File: config.mk
export PLATFORM = sky130hd
export DESIGN_NAME = cip_q2_stamper
export DESIGN_NICKNAME = d
export VERILOG_FILES = /design/src/rtl/cipq2_pkg.sv /design/src/rtl/cipq2_ctrl.sv /design/src/rtl/cipq2_datapath.sv /design/src/rtl/cip_q2_stamper.sv
export SDC_FILE = /design/constraint.sdc
export NUM_CORES = 1
export LEC_CHECK = 0
export ABC_CLOCK_PERIOD_IN_PS = 1300
export BUFFER_PORTS_ARGS = -buffer_cell sky130_fd_sc_hd__buf_2
export CELL_PAD_IN_SITES_DETAIL_PLACEMENT = 0
export CELL_PAD_IN_SITES_GLOBAL_PLACEMENT = 2
export CORE_MARGIN = 2
export CORE_UTILIZATION = 25
export DETAILED_ROUTE_END_ITERATION = 10
export PLACE_DENSITY_LB_ADDON = 0.1
export REMOVE_ABC_BUFFERS = 1
export SYNTH_ARGS = -nofsm -noshare
export SYNTH_HDL_FRONTEND = slang
export SYNTH_HIERARCHICAL = 1
export SYNTH_SLANG_ARGS = --single-unit
File: constraint.sdc
create_clock -name clk -period 1.3 [get_ports clk]
set_clock_uncertainty 0.1 [all_clocks]
set_input_delay 0.13 -clock clk [delete_from_list [all_inputs] [get_ports clk]]
set_output_delay 0.13 -clock clk [all_outputs]
set_load 0.1 [all_outputs]
File: src/rtl/cipq2_pkg.sv
package cipq2_pkg;
  localparam int QUADLET_W = 32;
  localparam int FMT_W     = 6;
  localparam int FIELD_W   = 24;
  localparam int STAMP_W   = 16;
  localparam int REG_W     = FMT_W + FIELD_W;
  localparam logic [1:0] HDR_TAG = 2'b10;

  typedef struct packed {
    logic capture;   // load stamp register from cycle time
    logic issue;     // build and present a header quadlet
    logic useStamp;  // an edge is recorded for the pending header
  } cipq2_strobe_t;
endpackage

File: src/rtl/cipq2_ctrl.sv
module cipq2_ctrl
  import cipq2_pkg::*;
#(
  parameter int SYNC_STAGES = 2
) (
  input  logic          clk,
  input  logic          rstN,
  input  logic          frameSyncIn,
  input  logic          hdrReq,
  output cipq2_strobe_t strobe
);
  localparam int CHAIN_W = SYNC_STAGES + 1;

  logic [CHAIN_W-1:0] syncChain;
  logic               syncRise;
  logic               edgeSeen;

  always_ff @(posedge clk) begin
    if (!rstN) syncChain <= '0;
    else       syncChain <= {syncChain[CHAIN_W-2:0], frameSyncIn};
  end

  assign syncRise = syncChain[SYNC_STAGES-1] & ~syncChain[SYNC_STAGES];

  // A header clears the record; a rise in the same cycle belongs to the next one.
  always_ff @(posedge clk) begin
    if (!rstN)         edgeSeen <= 1'b0;
    else if (hdrReq)   edgeSeen <= syncRise;
    else if (syncRise) edgeSeen <= 1'b1;
  end

  always_comb begin
    strobe.capture  = syncRise & (hdrReq | ~edgeSeen);
    strobe.issue    = hdrReq;
    strobe.useStamp = edgeSeen;
  end

  assert_rise_recorded_R10: assert property (@(posedge clk) disable iff (!rstN)
    syncRise |=> edgeSeen);
  assert_issue_clears_R8: assert property (@(posedge clk) disable iff (!rstN)
    (hdrReq && !syncRise) |=> !edgeSeen);
endmodule

File: src/rtl/cipq2_datapath.sv
module cipq2_datapath
  import cipq2_pkg::*;
(
  input  logic                 clk,
  input  logic                 rstN,
  input  logic                 regWrEn,
  input  logic [REG_W-1:0]     regWrData,
  input  logic                 stampEn,
  input  logic [STAMP_W-1:0]   cycleTime,
  input  cipq2_strobe_t        strobe,
  output logic                 hdrValid,
  output logic [QUADLET_W-1:0] hdrQuadlet
);
  logic [FMT_W-1:0]   fmtReg;
  logic [FIELD_W-1:0] fieldReg;
  logic [STAMP_W-1:0] stampReg;
  logic [STAMP_W-1:0] lowField;

  always_ff @(posedge clk) begin
    if (!rstN) begin
      fmtReg   <= '0;
      fieldReg <= '0;
    end else if (regWrEn) begin
      fmtReg   <= regWrData[REG_W-1:FIELD_W];
      fieldReg <= regWrData[FIELD_W-1:0];
    end
  end

  always_ff @(posedge clk) begin
    if (!rstN)               stampReg <= '0;
    else if (strobe.capture) stampReg <= cycleTime;
  end

  always_comb begin
    if (!stampEn)             lowField = fieldReg[STAMP_W-1:0];
    else if (strobe.useStamp) lowField = stampReg;
    else                      lowField = '1;
  end

  always_ff @(posedge clk) begin
    if (!rstN) begin
      hdrValid   <= 1'b0;
      hdrQuadlet <= '0;
    end else begin
      hdrValid <= strobe.issue;
      if (strobe.issue)
        hdrQuadlet <= {HDR_TAG, fmtReg, fieldReg[FIELD_W-1:STAMP_W], lowField};
    end
  end

  assert_tag_fixed_R2: assert property (@(posedge clk) disable iff (!rstN)
    hdrValid |-> hdrQuadlet[QUADLET_W-1 -: 2] == HDR_TAG);
  assert_output_holds_R2: assert property (@(posedge clk) disable iff (!rstN)
    !strobe.issue |=> $stable(hdrQuadlet));
  assert_first_stamp_kept_R6: assert property (@(posedge clk) disable iff (!rstN)
    (strobe.useStamp && !strobe.issue) |=> $stable(stampReg));
  assert_marker_no_edge_R5: assert property (@(posedge clk) disable iff (!rstN)
    (strobe.issue && stampEn && !strobe.useStamp) |=> hdrQuadlet[STAMP_W-1:0] == '1);
endmodule

File: src/rtl/cip_q2_stamper.sv
module cip_q2_stamper
  import cipq2_pkg::*;
#(
  parameter int SYNC_STAGES = 2
) (
  input  logic                 clk,
  input  logic                 rstN,
  input  logic                 regWrEn,
  input  logic [REG_W-1:0]     regWrData,
  input  logic                 stampEn,
  input  logic                 frameSyncIn,
  input  logic [STAMP_W-1:0]   cycleTime,
  input  logic                 hdrReq,
  output logic                 hdrValid,
  output logic [QUADLET_W-1:0] hdrQuadlet
);
  cipq2_strobe_t strobe;

  cipq2_ctrl #(.SYNC_STAGES(SYNC_STAGES)) u_ctrl (
    .clk(clk), .rstN(rstN), .frameSyncIn(frameSyncIn), .hdrReq(hdrReq), .strobe(strobe)
  );

  cipq2_datapath u_dp (
    .clk(clk), .rstN(rstN), .regWrEn(regWrEn), .regWrData(regWrData),
    .stampEn(stampEn), .cycleTime(cycleTime), .strobe(strobe),
    .hdrValid(hdrValid), .hdrQuadlet(hdrQuadlet)
  );
endmodule

==> out/summary.md <==
The logs give 1.40 ns for the data arrival at the endpoint of the critical path and 0.659 mV for the maximum vdd drop. The total number of clock tree sinks is 82. During placement, the flow inserted port buffers numbering 83. The mean number of vias per cell works out to 4.05. The worst register-to-register path begins at u_ctrl/syncChain[2]. The number of antenna diodes in the final layout is 0.

The worst hold path stage count is 3. Setup repair after global routing could not meet its margin everywhere. The number of cells on the worst reg-to-reg path is 5. The tree is rooted in a clkbuf_16. The count of nets left with antenna violations once routing finished came out at 0. The clock passes through at most 2 buffers. Type of the worst min-delay path: in2reg. The die is 119 microns wide. Prior to clock tree synthesis, the placed netlist has a worst setup slack of 0.0404 ns. After floorplanning, the core was sized to cover 13100 sq um.

The worst path meets setup with 0.0279 ns of slack. The via count of the first global-routing pass was 2481. The largest total area in the synthesized netlist belongs to dfxtp_1.

The final critical-path share of the clock period is 97.9%, and the pin count of the biggest net entering global routing is 50. The count of cells in the finished layout, fillers not included, comes to 612. Global routing used 12.3% of the available tracks. The tools report the final RePlAce weighted congestion as 0.615. The run gives 786 MHz as the highest attainable clock frequency. The number of optimization iterations in the first detailed-route pass was 4. After clock tree synthesis, the clock-pin slew on the worst setup and hold paths is 0.06 ns. Measured on the finished design, the core utilization comes to 38.1%.

The total negative setup slack is 0 ns. After layout, the minimum clock period comes to 1.27 ns. In this run the biggest area consumer among cell types represents 49.2% of the synthesized area. TritonCTS built the clock tree. The worst setup path is of the reg2reg kind. The power density over the cells came out at 1320 nW/um^2. For this run, the number of Yosys warnings is 6.

After the first detailed-routing iteration, the DRC count stood at 68. In this run the most critical hold path is launched from hdrReq. For this block, the routed nets add up to 8.36 mm of wire. The analysis attributes to cell leakage a power of 2.16 nW. For this block, the via count after detailed routing is 2480.

The most critical setup path has its startpoint at u_ctrl/syncChain[2]. The clock reaches the later pin of the worst-skew pair after 0.34 ns. The final hold violation count was 0. The H-tree was split into 3 levels.

Hold is met by 0.0233 ns. The flow ran to the end, and the final reports show no timing, DRC or antenna violations. After routing the design area is 5000 sq um. The first global-routing pass estimated 13.2 mm of wire. The run gives 3330 sq um as the mapped cell area. Type of destination of the critical path: a flop. The die is 119 microns tall.

In the final routed layout, each cell accounts on average for 13.7 microns. The placed instances occupy a cell area of 4130 sq um. The HPWL after detailed placement is 5.20 mm. The number of failing setup endpoints in the final timing report came out at 0. The top fanout value on the critical path is 8. The critical path launch point type is a flop.

In the synthesized netlist, the number of instances is 303. Counting distinct cell types in the post-synthesis netlist gives 19. The tools report the number of antenna violations at the first check in global routing as 0.

The share of layout cells above drive strength 1 is 28.7%, and the count of standard-cell rows is 42. The run gives 0 as the final max-slew violation count. The number of clock buffers added by TritonCTS is 9. The number of DRC violations after detailed routing came out at 0. The share of the Yosys chip area taken by registers is 49.2%. For the number of violations of the max-capacitance limit, the log shows 0. After synthesis, the cell types taking the most area are dfxtp_1 (49%), mux2i_1 (18%), nor2b_1 (11%). The average instance in the mapped netlist occupies 11.0 sq um.

The floorplan step defined a die boundary enclosing 14300 sq um. For this run the aggregate overflow at the end of global routing stands at 0. For the net count reported at finish, the log shows 485. Overall power: 6.59 mW.

Compared with the post-synthesis result, the final layout area differs by 50.1%. The initial utilization of the core area, before any placement, comes to 25.4%. STA puts the critical path data required time at 1.43 ns. The number of cells in the design after placement is 549, and the top-level I/O count is 85. Synthesis inferred 82 register bits.
[layout make-up]
cell class,count,area [sq um]
fill,1341,8130
timing repair buffer,145,1280
clock buffer,11,243
tap,176,220
multi-input combinational,194,1550
inverter,1,3.75
sequential,82,1640
clock inverter,3,65.1
[cell usage in the layout (no fill, tap or decap), types with 10 or more instances in the layout]
master         count
and3b_1           16
buf_12            15
buf_2             51
buf_4             31
clkbuf_16         10
dfxtp_1           81
dlygate4sd3_1     47
mux2i_1           60
nand3b_1          16
nor2_1            16
nor2b_1           60
[Yosys cell counts]
library cell / number
buf_4: 8
o21a_1: 1
buf_6: 2
and2_1: 3
nand2_2: 1
and3b_1: 16
o31ai_1: 8
nand3b_1: 16
o31ai_2: 8
inv_1: 1
mux2i_1: 60
nor2_1: 16
conb_1: 1
nor2b_1: 61
a21boi_2: 1
buf_2: 7
nand2b_4: 2
clkbuf_1: 9
dfxtp_1: 82
[power by group]
group / total, mW / leakage [nW] / switching [mW] / internal, mW
combinational: 1.18 / 1.34 / 0.689 / 0.492
sequential: 2.73 / 0.674 / 0.0782 / 2.65
clock: 2.68 / 0.151 / 0.974 / 1.71
total: 6.59 / 2.16 / 1.74 / 4.85
[metal layers]
metal / global-route usage, % / share of wire (%)
met1: 16.0 / 48
met2: 19.1 / 46
met3: 4.71 / 4.9
met4: 3.31 / 1.1
met5: 0 / 0
[worst paths after layout]
path	endpoint	slack, ns
setup reg to reg	u_dp/stampReg[2]	0.03
setup / recovery	u_dp/stampReg[2]	0.03
hold / removal	u_ctrl/edgeSeen	0.02
hold reg to reg	u_ctrl/syncChain[1]	0.34
[flip-flops by register name, indices dropped and copies added, names as in the netlist]
register,cells
u_dp/fmtReg,6
u_ctrl/syncChain,3
u_dp/fieldReg,24
u_dp/stampReg,16
u_dp/hdrQuadlet,31
u_ctrl/edgeSeen,1
u_dp/hdrValid,1
[what timing repair did]
item | 4_1_cts | 5_1_grt
hold buffers | 47 | 0
gates resized for setup | 22 | 2
cloned | 0 | 1
endpoints found under the hold margin | 47 | 0
buffers inserted | 0 | 1
setup endpoints to repair | 22 | 13
[critical path: stages (launching register included)]
cell and delay [ns]:
dfxtp_1 0.30, nand2b_4 0.14, nor2b_4 0.18, clkbuf_16 0.20
mux2i_1 0.19, nor2b_1 0.06
[cells by family after synthesis]
family | count (synthesis) | synth area share [%]
flip-flops | 82 | 49.2
other | 1 | 0.112
AO/OA/AOI/OAI | 18 | 5.37
multiplexers | 60 | 18.0
buffers and inverters | 27 | 4.65
AND/OR/NAND/NOR | 115 | 22.6
Note: power is estimated with default switching activity, not from simulation.
